[config.mk]
export PLATFORM = sky130hd
export DESIGN_NAME = sixbtn_pad_port
export DESIGN_NICKNAME = d
export VERILOG_FILES = /design/src/rtl/pad_port_pkg.sv /design/src/rtl/pad_th_tracker.sv /design/src/rtl/pad_idle_timer.sv /design/src/rtl/pad_read_mux.sv /design/src/rtl/sixbtn_pad_port.sv
export SDC_FILE = /design/constraint.sdc
export NUM_CORES = 1
export LEC_CHECK = 0
export BUFFER_PORTS_ARGS = -buffer_cell sky130_fd_sc_hd__buf_2
export CAP_MARGIN = 10
export CORE_UTILIZATION = 23
export DETAILED_ROUTE_END_ITERATION = 7
export GPL_ROUTABILITY_DRIVEN = 0
export PLACE_DENSITY = 0.5
export SLEW_MARGIN = 5
export SYNTH_ARGS = -nofsm -noshare
export SYNTH_HDL_FRONTEND = slang
export SYNTH_SLANG_ARGS = --single-unit
[constraint.sdc]
create_clock -name clk -period 5.58 [get_ports clk]
set_clock_uncertainty 0.1 [all_clocks]
set_input_delay 1.674 -clock clk [delete_from_list [all_inputs] [get_ports clk]]
set_output_delay 1.674 -clock clk [all_outputs]
set_load 0.02 [all_outputs]
[src/rtl/pad_port_pkg.sv]
package pad_port_pkg;
  localparam int BTN_W  = 12;
  localparam int BYTE_W = 8;
  localparam int SEL_BIT = 6;

  // button positions inside btn_n
  localparam int B_UP    = 0;
  localparam int B_DOWN  = 1;
  localparam int B_ACT0  = 4;
  localparam int B_ACT1  = 6;
  localparam int B_EXT   = 8;

  typedef struct packed {
    logic       zero7;
    logic       sel;
    logic [1:0] act;
    logic [3:0] low;
  } pad_byte_t;
endpackage

[src/rtl/pad_th_tracker.sv]
module pad_th_tracker #(
  parameter int CNT_W    = 4,
  parameter int CNT_HI   = 12,
  parameter int CNT_FOLD = 4
) (
  input  logic             clk,
  input  logic             rst_n,
  input  logic             wr_en,
  input  logic             th_bit,
  input  logic             expire,
  output logic             toggle,
  output logic [CNT_W-1:0] cnt
);
  localparam logic [CNT_W:0] HI_V   = (CNT_W+1)'(CNT_HI);
  localparam logic [CNT_W:0] FOLD_V = (CNT_W+1)'(CNT_FOLD);

  // advance the pulse count, folding back once it passes the high limit
  function automatic logic [CNT_W-1:0] step_count(input logic [CNT_W-1:0] c);
    logic [CNT_W:0] s;
    s = {1'b0, c} + 1'b1;
    if (s > HI_V) s = s - FOLD_V;
    return s[CNT_W-1:0];
  endfunction

  logic pulse;  // qualifying high-to-low select step
  assign pulse = wr_en & ~th_bit & toggle;

  always_ff @(posedge clk) begin
    if (!rst_n) begin
      toggle <= 1'b1;
      cnt    <= '0;
    end else begin
      if (wr_en) toggle <= th_bit;
      if (pulse)       cnt <= step_count(cnt);
      else if (expire) cnt <= '0;
    end
  end

  p_toggle_follows_r2: assert property (@(posedge clk) disable iff (!rst_n)
    wr_en |=> (toggle == $past(th_bit)));

  p_count_hold_r3: assert property (@(posedge clk) disable iff (!rst_n)
    (!pulse && !expire) |=> $stable(cnt));

  p_count_step_r3: assert property (@(posedge clk) disable iff (!rst_n)
    (pulse && ({1'b0, cnt} < HI_V)) |=> (cnt == $past(cnt) + 1'b1));

  p_count_bound_r8: assert property (@(posedge clk) disable iff (!rst_n)
    ({1'b0, cnt} <= HI_V));
endmodule

[src/rtl/pad_idle_timer.sv]
module pad_idle_timer #(
  parameter int TMO_LIMIT = 16
) (
  input  logic clk,
  input  logic rst_n,
  input  logic wr_en,
  input  logic tick,
  output logic expire
);
  localparam int TMO_W = $clog2(TMO_LIMIT + 1);
  localparam logic [TMO_W-1:0] LAST_V = TMO_W'(TMO_LIMIT - 1);

  logic [TMO_W-1:0] tmo;

  assign expire = tick & ~wr_en & (tmo == LAST_V);

  always_ff @(posedge clk) begin
    if (!rst_n)                 tmo <= '0;
    else if (wr_en || expire)   tmo <= '0;
    else if (tick)              tmo <= tmo + 1'b1;
  end

  p_write_clears_r9: assert property (@(posedge clk) disable iff (!rst_n)
    wr_en |=> (tmo == '0));

  p_timer_range_r9: assert property (@(posedge clk) disable iff (!rst_n)
    (tmo <= LAST_V));
endmodule

[src/rtl/pad_read_mux.sv]
module pad_read_mux
  import pad_port_pkg::*;
#(
  parameter int CNT_W = 4
) (
  input  logic               toggle,
  input  logic [CNT_W-1:0]   cnt,
  input  logic [BTN_W-1:0]   btn_n,
  input  logic               rd_odd,
  output logic [BYTE_W-1:0]  rd_data
);
  localparam logic [CNT_W-1:0] CNT_EXT = CNT_W'(3);
  localparam logic [CNT_W-1:0] CNT_ID  = CNT_W'(4);

  pad_byte_t v;

  always_comb begin
    v       = '0;
    v.sel   = toggle;
    if (toggle) begin
      v.act = btn_n[B_ACT0 +: 2];
      v.low = (cnt == CNT_EXT) ? btn_n[B_EXT +: 4] : btn_n[3:0];
    end else begin
      v.act = btn_n[B_ACT1 +: 2];
      if (cnt == CNT_EXT)     v.low = 4'b0000;
      else if (cnt == CNT_ID) v.low = 4'b1111;
      else                    v.low = {2'b00, btn_n[B_DOWN], btn_n[B_UP]};
    end
    rd_data = rd_odd ? v : '0;
  end
endmodule

[src/rtl/sixbtn_pad_port.sv]
module sixbtn_pad_port
  import pad_port_pkg::*;
#(
  parameter int CNT_W     = 4,
  parameter int CNT_HI    = 12,
  parameter int CNT_FOLD  = 4,
  parameter int TMO_LIMIT = 16
) (
  input  logic        clk,
  input  logic        rst_n,
  input  logic [11:0] btn_n,
  input  logic        wr_en,
  input  logic [7:0]  wr_data,
  input  logic        rd_odd,
  input  logic        tmo_tick,
  output logic [7:0]  rd_data
);
  logic             expire;
  logic             toggle;
  logic [CNT_W-1:0] cnt;

  pad_idle_timer #(.TMO_LIMIT(TMO_LIMIT)) timer_i (
    .clk(clk), .rst_n(rst_n), .wr_en(wr_en), .tick(tmo_tick), .expire(expire)
  );

  pad_th_tracker #(.CNT_W(CNT_W), .CNT_HI(CNT_HI), .CNT_FOLD(CNT_FOLD)) track_i (
    .clk(clk), .rst_n(rst_n), .wr_en(wr_en), .th_bit(wr_data[SEL_BIT]),
    .expire(expire), .toggle(toggle), .cnt(cnt)
  );

  pad_read_mux #(.CNT_W(CNT_W)) mux_i (
    .toggle(toggle), .cnt(cnt), .btn_n(btn_n), .rd_odd(rd_odd), .rd_data(rd_data)
  );

  p_expire_clears_r9: assert property (@(posedge clk) disable iff (!rst_n)
    expire |=> (cnt == '0));

  p_ext_nibble_r7: assert property (@(posedge clk) disable iff (!rst_n)
    (rd_odd && toggle && cnt == CNT_W'(3)) |-> (rd_data[3:0] == btn_n[11:8]));

  p_even_zero_r10: assert property (@(posedge clk) disable iff (!rst_n)
    !rd_odd |-> (rd_data == 8'h00));

  p_bit7_zero_r10: assert property (@(posedge clk) disable iff (!rst_n)
    (rd_data[7] == 1'b0));
endmodule

==> results of run 1 <==
-- cell usage in the layout (no fill, tap or decap) --
cell type  instances
a211o_1            1
a211oi_1           1
a21boi_0           4
a21oi_1            2
a22oi_1            1
a311o_1            1
a311oi_1           1
a31oi_1            3
and2_1             1
and3_1             3
and3b_1            2
buf_2             24
clkbuf_4           3
clkbuf_8           1
conb_1             1
dfxtp_1           10
ha_1               6
inv_1              5
mux2i_1            4
nand2_1           14
nand3_1            5
nand3b_1           1
nand4_1            1
nand4b_1           1
nor2_1             7
nor2b_1            3
nor3_1             1
nor3b_1            1
o21ai_0            5
o21ai_1            1
o31ai_1            1
xnor2_1            2
xor2_1             3
-- cells by family (layout without fill, tap and decap cells) --
group / after synthesis / count (layout)
compound gates: 21 / 21
xor+xnor: 5 / 5
fa+ha+maj: 6 / 6
buf+inv: 11 / 33
mux: 4 / 4
other cells: 1 / 1
flops: 10 / 10
simple gates: 40 / 40
-- cell type report --
class / instances / area [um^2] / share of cell area, %
inverter: 5 / 18.8 / 2.01
timing repair buffer: 24 / 120 / 12.9
multi-input combinational: 77 / 502 / 53.8
clock buffer: 4 / 36.3 / 3.89
sequential: 10 / 200 / 21.5
tap: 44 / 55.1 / 5.91
-- worst max path at each step --
stage	from	endpoint	slack (ps)
after detailed placement	rd_odd	rd_data[3]	1560
final	rd_odd	rd_data[3]	1550
after global placement	rd_odd	rd_data[3]	1550
after CTS	rd_odd	rd_data[3]	1560
after floorplan	btn_n[0]	rd_data[0]	1550
after global routing	rd_odd	rd_data[2]	1450
-- sequential cells by signal (all words and copies together), names as in the netlist --
name            flops
track_i.toggle      1
timer_i.tmo         5
track_i.cnt         4
-- Yosys cell counts (all sizes together), types with 2 or more instances --
master / n / area (um^2)
xor2: 3 / 26.3
and3: 3 / 18.8
nor2b: 3 / 18.8
dfxtp: 10 / 200
mux2i: 4 / 40.0
o21ai: 6 / 30.0
and3b: 2 / 17.5
a21oi: 2 / 10.0
inv: 5 / 18.8
a21boi: 4 / 30.0
ha: 6 / 75.1
clkbuf: 2 / 7.51
buf: 4 / 31.3
a31oi: 3 / 18.8
xnor2: 2 / 17.5
nand2: 14 / 52.6
nor2: 7 / 26.3
nand3: 5 / 25.0
-- power groups by stage --
stage	Combinational, W	Clock (W)	Sequential, W
after floorplan	0.0000191	0	0.0000766
after global placement	0.0000285	0	0.0000783
after detailed placement	0.0000292	0	0.0000784
after CTS	0.0000293	0.0000664	0.0000768
after global routing	0.0000325	0.0000696	0.0000771
final	0.0000291	0.0000638	0.0000767
-- routing by layer --
metal / track usage (%) / vias to the layer above
li1: - / 382
met1: 11.6 / 333
met2: 14.9 / 19
met3: 1.31 / 2
met4: 5.10 / 0
met5: 0 / -
-- stage by stage --
stage / worst slack [ps] / util, % / hold slack (ps) / instance area, um^2
after floorplan: 1550 / - / 356 / 759
after global placement: 1550 / 28.9 / 365 / 896
after detailed placement: 1560 / 28.9 / 371 / 896
after CTS: 1560 / 30.0 / 378 / 932
after global routing: 1450 / 30.0 / 403 / 932
final: 1550 / 30.0 / 380 / 932
-- worst max-delay path: cells and delay by family --
kind,cells,cell delay (ps)
buffers and inverters,2,310
AO/OA/AOI/OAI,2,270
==> impl_metrics.toml, run 1 <==
[yosys]
synth_compound_area_share_pct = 18.3
yosys_register_bits = 10
synthCells = 98
yosysUniqueCellTypes = 34
synth_area_um2 = 759
muxShareOfSynthArea_pct = 5.27
synthArstFlopShare_pct = 0
ys.flop_type = "dfxtp_1"
synthAdderAreaFrac_pct = 9.88
syn_nets = 129
yosys_warnings = 0
synth_top_family_by_area = "simple AND/OR/NAND/NOR gates"
synth_xor_area_share_pct = 5.77
synth-edff-count = 0
avgSynthCellArea_um2 = 7.75
yosysSeqAreaShare_pct = 26.4
synth_simple_gate_area_share_pct = 26.4

[setup_path]
arrival_ps = 2250
startpoint_type = "input port"
crit_fanout = 6
reg2reg_slack_ps = 3460
max_stage_delay_ps = 190
crit_chain = "buf_2, o21ai_0, a31oi_1, buf_2"
cpMostUsedCell = "buf_2"
critical_path_class = "input port to output port"
rr_endpoint = "track_i.cnt[3]$_SDFFE_PN0P_"
r2r_start = "track_i.cnt[1]$_SDFFE_PN0P_"
crit_path_end_kind = "output port"
cp.required_ps = 3810
crit_slowest_cell = "buf_2"
r2r_cells = 7

[clocking]
ctsHoldBuffers = 0
clockRootBuffer = "clkbuf_4"
cts_resized = 0
cts_tree = "done"
cts_inserted_buffers = 3
clkTransAtPathRegs_ps = 70
cts_max_level = 1
clk_latency_ps = 260
clock_path_buffers = 2
post-cts-setup-buffers = 0
clkSinkCount = 10

[route]
dr_wl_met2_um = 683
vias = 736
viasPerCell = 4.49
antenna_left = 0
drtPass1Iterations = 4
detail_route.wl_per_cell_um = 9.51
met1_length_um = 780
routed-wl-met3_um = 78
wirelength_um = 1560
initialDrtViolationCount = 19
top_layer = "met4"
drc_errors = 0

[grt]
grt_max_degree = 13
grt_usage_pct = 9.20
antenna_found_initial = 0
grt_pass1_wl_um = 2500
grt-ovfl-total = 0
grt_pass1_vias = 624

[floorplanning]
die_y_um = 59.5
die_x_um = 59.5
rows = 20
initial_utilization_pct = 24.5
core_area_mm2 = 0.00310
dieArea_mm2 = 0.00354
boundaryPins = 33

[power]
p_comb_share_pct = 17.1
ir_drop_v = 0.0000963
p_clk_share_pct = 37.6
intPower_w = 0.000126
fin_total_pwr_w = 0.000170
power_frac_seq_pct = 45.2
p_per_area_mw_per_mm2 = 182
sw_frac_of_total_pct = 25.6
p_switching_w = 0.0000434
leakage_nw = 0.435

[timing]
finalCritPeriodShare_pct = 72.2
setup_viol = 0
drv_slew = 0
rsz0062_at_grt = "false"
period_minus_slack_ps = 4030
hold_viol = 0
setup_tns_ps = 0
max_freq_ghz = 0.248

[min_path]
whs_endpoint = "timer_i.tmo[4]$_SDFFE_PP0P_"
hold_start = "timer_i.tmo[4]$_SDFFE_PP0P_"
hold_class = "flip-flop to flip-flop"
holdPathStages = 2

[final_layout]
fill_cells = 354
areaGrowthSynthToFinish_pct = 22.7
drive_gt1_share_pct = 23.3
layout.cells.non_filler = 164
nNetsFinal = 152
n_antenna_cell = 0

[job]
maxCapViolations = 0

[placed_design]
hpwl_um = 1270
post-place-cells = 160
io_buffers = 24

[outcome]
outcome = "completed"
Note: power is estimated with default switching activity, not from simulation.
==> run 2: changes to the inputs <==
- PLACE_DENSITY: 0.5 -> 0.51
- clock period: 5.58 -> 3.3 ns (I/O delays scaled with it)
==> impl_metrics.toml, run 2 (synthesized netlist as in run 1, its figures left out) <==
[outcome]
outcome = "completed"

[floorplanning]
initial_utilization_pct = 24.5
core_area_mm2 = 0.00310
die_y_um = 59.5
dieArea_mm2 = 0.00354
boundaryPins = 33
rows = 20
die_x_um = 59.5

[clocking]
clk_latency_ps = 250
cts_tree = "done"
clkTransAtPathRegs_ps = 60
post-cts-setup-buffers = 0
cts_inserted_buffers = 3
cts_max_level = 1
ctsHoldBuffers = 0
clock_path_buffers = 2
clockRootBuffer = "clkbuf_4"
clkSinkCount = 10
cts_resized = 0

[timing]
max_freq_ghz = 0.340
drv_slew = 0
finalCritPeriodShare_pct = 89.2
setup_viol = 0
hold_viol = 0
period_minus_slack_ps = 2940
setup_ws_ps = 355
setup_tns_ps = 0
fin_hold_ws_ps = 381
rsz0062_at_grt = "false"

[setup_path]
worstSetupStartpoint = "track_i.cnt[1]$_SDFFE_PN0P_"
critical_path_class = "flip-flop to output port"
crit_fanout = 9
arrival_ps = 1850
cp.required_ps = 2210
r2r_start = "track_i.cnt[1]$_SDFFE_PN0P_"
crit_chain = "ha_1, and3_1, nand3_1, a21boi_0, buf_2"
reg2reg_slack_ps = 1120
crit_path_end_kind = "output port"
crit_slowest_cell = "dfxtp_1"
critPathTopFamily = "flip-flops"
max_stage_delay_ps = 470
startpoint_type = "flip-flop"
path_buf_inv = 1

[final_layout]
drive_gt1_share_pct = 23.3
largest_register_ff_count = 5
regMostFlops = "timer_i.tmo"
layout_common_cells = "24 x buf_2, 14 x nand2_1, 10 x dfxtp_1, 7 x nor2_1, 6 x ha_1"
layout_commonest_cell = "buf_2"
top_regs = "timer_i.tmo (5), track_i.cnt (4), track_i.toggle (1)"
nNetsFinal = 152
postLayoutCoreUtil_pct = 30.0
n_antenna_cell = 0
areaGrowthSynthToFinish_pct = 22.7

[power]
p_switching_w = 0.0000706
power_frac_seq_pct = 45.7
intPower_w = 0.000213
p_clk_share_pct = 37.0
leakage_nw = 0.435
sw_frac_of_total_pct = 24.9
fin_total_pwr_w = 0.000284
ir_drop_v = 0.000146
p_comb_share_pct = 17.3
p_per_area_mw_per_mm2 = 305

[route]
drtPass1Iterations = 6
drc_errors = 0
viasPerCell = 4.46
antenna_left = 0
detail_route.wl_per_cell_um = 9.49
initialDrtViolationCount = 15
vias = 732
wirelength_um = 1560

[placed_design]
io_buffers = 24
pre_cts_ws_ps = 598
hpwl_um = 1250

[min_path]
hold_start = "timer_i.tmo[4]$_SDFFE_PP0P_"
hold_class = "flip-flop to flip-flop"

[grt]
grt-ovfl-total = 0
grt_pass1_vias = 681
grt_usage_pct = 9.43
grt_max_degree = 13
grt_pass1_wl_um = 2710
antenna_found_initial = 0

[job]
maxCapViolations = 0
-- run 2: cell type report --
class / count / area (um^2)
well taps: 44 / 55.1
repair buffers: 24 / 120
multi-input cells: 77 / 502
fillers: 362 / 2170
flip-flops and latches: 10 / 200
inverters: 5 / 18.8
clock buffers: 4 / 36.3
-- run 2: path summary, 6_finish.rpt --
path	endpoint	cells after the start
worst max-delay path	rd_data[1]	5
worst min-delay path	timer_i.tmo[4]$_SDFFE_PP0P_	2
worst max register to register	track_i.cnt[3]$_SDFFE_PN0P_	7
worst min register to register	timer_i.tmo[4]$_SDFFE_PP0P_	2
-- run 2: metrics by stage --
stage,area (um^2),instances
floorplan,759,98
global placement,896,160
detailed placement,896,160
CTS,932,164
global route,932,164
finish,932,164
-- run 2: power by group through the flow --
| stage | logic [W] | clock network [W] | registers [W] |
|---|---|---|---|
| after floorplan | 0.0000323 | 0 | 0.000130 |
| after CTS | 0.0000495 | 0.000110 | 0.000130 |
| after global placement | 0.0000482 | 0 | 0.000132 |
| after detailed placement | 0.0000493 | 0 | 0.000133 |
| after global routing | 0.0000551 | 0.000115 | 0.000131 |
| final | 0.0000491 | 0.000105 | 0.000130 |
-- run 2: worst register-to-register path, cell delays in order (launching register included) --
cell and delay (ps):
dfxtp_1 470, ha_1 400, xor2_1 220, ha_1 270, nand2_1 70, o31ai_1 70
a311o_1 360, o21ai_1 150
-- run 2: per-layer routing --
metal	up-vias	share of wire (%)	global-route usage, %
met4	0	0.19	2.04
met3	2	3.9	0.655
met2	22	46	17.3
met5	-	0	0
li1	382	-	-
met1	326	49	11.9
==> run 3: changes to the inputs <==
- SETUP_SLACK_MARGIN: not set -> 0.5
- SKIP_LAST_GASP: not set -> 1
==> impl_metrics.toml, run 3 (synthesized netlist as in run 1, its figures left out) <==
[clocking]
clock_path_buffers = 2
cts_tree = "done"
clockRootBuffer = "clkbuf_4"
cts_inserted_buffers = 3
cts_max_level = 1
clkTransAtPathRegs_ps = 60
clkSinkCount = 10
ctsHoldBuffers = 0
clk_latency_ps = 250

[setup_path]
arrival_ps = 1550
max_stage_delay_ps = 420
crit_fanout = 9
crit_chain = "ha_4, and3_1, nand3_1, a21boi_0, buf_2"
crit_path_end_kind = "output port"
cp.required_ps = 2210
crit_slowest_cell = "dfxtp_2"
startpoint_type = "flip-flop"
critical_path_class = "flip-flop to output port"

[final_layout]
top_regs = "timer_i.tmo (5), track_i.cnt (4), track_i.toggle (1)"
layout_common_cells = "24 x buf_2, 14 x nand2_1, 8 x dfxtp_1, 7 x nor2_1"
n_antenna_cell = 0
fill_cells = 360
nNetsFinal = 152
layout.cells.non_filler = 164
regMostFlops = "timer_i.tmo"
drive_gt1_share_pct = 26.7
areaGrowthSynthToFinish_pct = 25.4
layout_commonest_cell = "buf_2"
largest_register_ff_count = 5
fin_area_um2 = 952

[floorplanning]
core_area_mm2 = 0.00310
die_x_um = 59.5
die_y_um = 59.5
rows = 20
dieArea_mm2 = 0.00354
initial_utilization_pct = 24.5
boundaryPins = 33

[route]
drtPass1Iterations = 4
detail_route.wl_per_cell_um = 9.51
antenna_left = 0
wirelength_um = 1560
drc_errors = 0
initialDrtViolationCount = 9
viasPerCell = 4.48
vias = 734

[placed_design]
post-place-cells = 160
pre_cts_ws_ps = 598
placed_area_um2 = 896
hpwl_um = 1250
io_buffers = 24

[timing]
finalCritPeriodShare_pct = 80.1
setup_viol = 0
drv_slew = 0
rsz0062_at_grt = "true"
setup_ws_ps = 656
max_freq_ghz = 0.378
period_minus_slack_ps = 2640
hold_viol = 0
setup_tns_ps = 0

[grt]
grt-ovfl-total = 0
antenna_found_initial = 0
grt_max_degree = 13
grt_pass1_vias = 684
grt_usage_pct = 9.43
grt_pass1_wl_um = 2710

[power]
p_per_area_mw_per_mm2 = 299
leakage_nw = 0.435
ir_drop_v = 0.000149

[job]
maxCapViolations = 0

[outcome]
outcome = "completed"

[min_path]
hold_class = "flip-flop to flip-flop"
[run 3: cell counts in the layout (fill, tap and decap cells not counted)]
Identical to the previous run, type by type.
[run 3: metal layers]
layer | part of all wire [%] | track usage (%)
met1 | 50 | 11.8
met2 | 46 | 17.5
met3 | 4.2 | 0.655
met4 | 0 | 2.04
met5 | 0 | 0
[run 3: cell type report]
cell class	instances	area (um^2)	share of cell area, %
multi-input cells	77	519	54.5
flip-flops and latches	10	203	21.3
repair buffers	24	120	12.6
well taps	44	55.1	5.78
clock buffers	4	36.3	3.81
inverters	5	18.8	1.97
[run 3: power by group]
group | switching (W) | internal (W)
Combinational | 0.0000266 | 0.0000229
Sequential | 0.00000661 | 0.000124
Clock | 0.0000381 | 0.0000668
Total | 0.0000713 | 0.000214
[run 3: worst paths after layout]
| check | to | start | cells after the start | slack [ps] |
|---|---|---|---|---|
| max | rd_data[0] | track_i.cnt[0]$_SDFFE_PN0P_ | 5 | 660 |
| min | timer_i.tmo[4]$_SDFFE_PP0P_ | timer_i.tmo[4]$_SDFFE_PP0P_ | 2 | 380 |
| max reg2reg | track_i.cnt[3]$_SDFFE_PN0P_ | track_i.cnt[0]$_SDFFE_PN0P_ | 7 | 1380 |
| min reg2reg | timer_i.tmo[4]$_SDFFE_PP0P_ | timer_i.tmo[4]$_SDFFE_PP0P_ | 2 | 380 |
[run 3: what timing repair did]
action	4_1_cts	5_1_grt
gates resized for setup	3	4
setup endpoints to repair	4	4
buffers inserted	0	0
[run 3: worst max-delay path, delay by kind of cell, from the launching register on]
kind / cells / cell delay (ps)
DFF: 1 / 420
and+or+nand+nor: 2 / 330
adders and majority gates: 1 / 210
buffers and inverters: 1 / 180
AOI/OAI and AO/OA: 1 / 160
[run 3: per-stage QoR]
stage / power, W / util, % / hold WS (ps)
3_3_place_gp: 0.000180 / 28.9 / 368
6_report: 0.000285 / 30.7 / 381
3_5_place_dp: 0.000182 / 28.9 / 376
4_1_cts: 0.000290 / 30.5 / 385
2_1_floorplan: 0.000162 / - / 356
5_1_grt: 0.000302 / 30.7 / 423
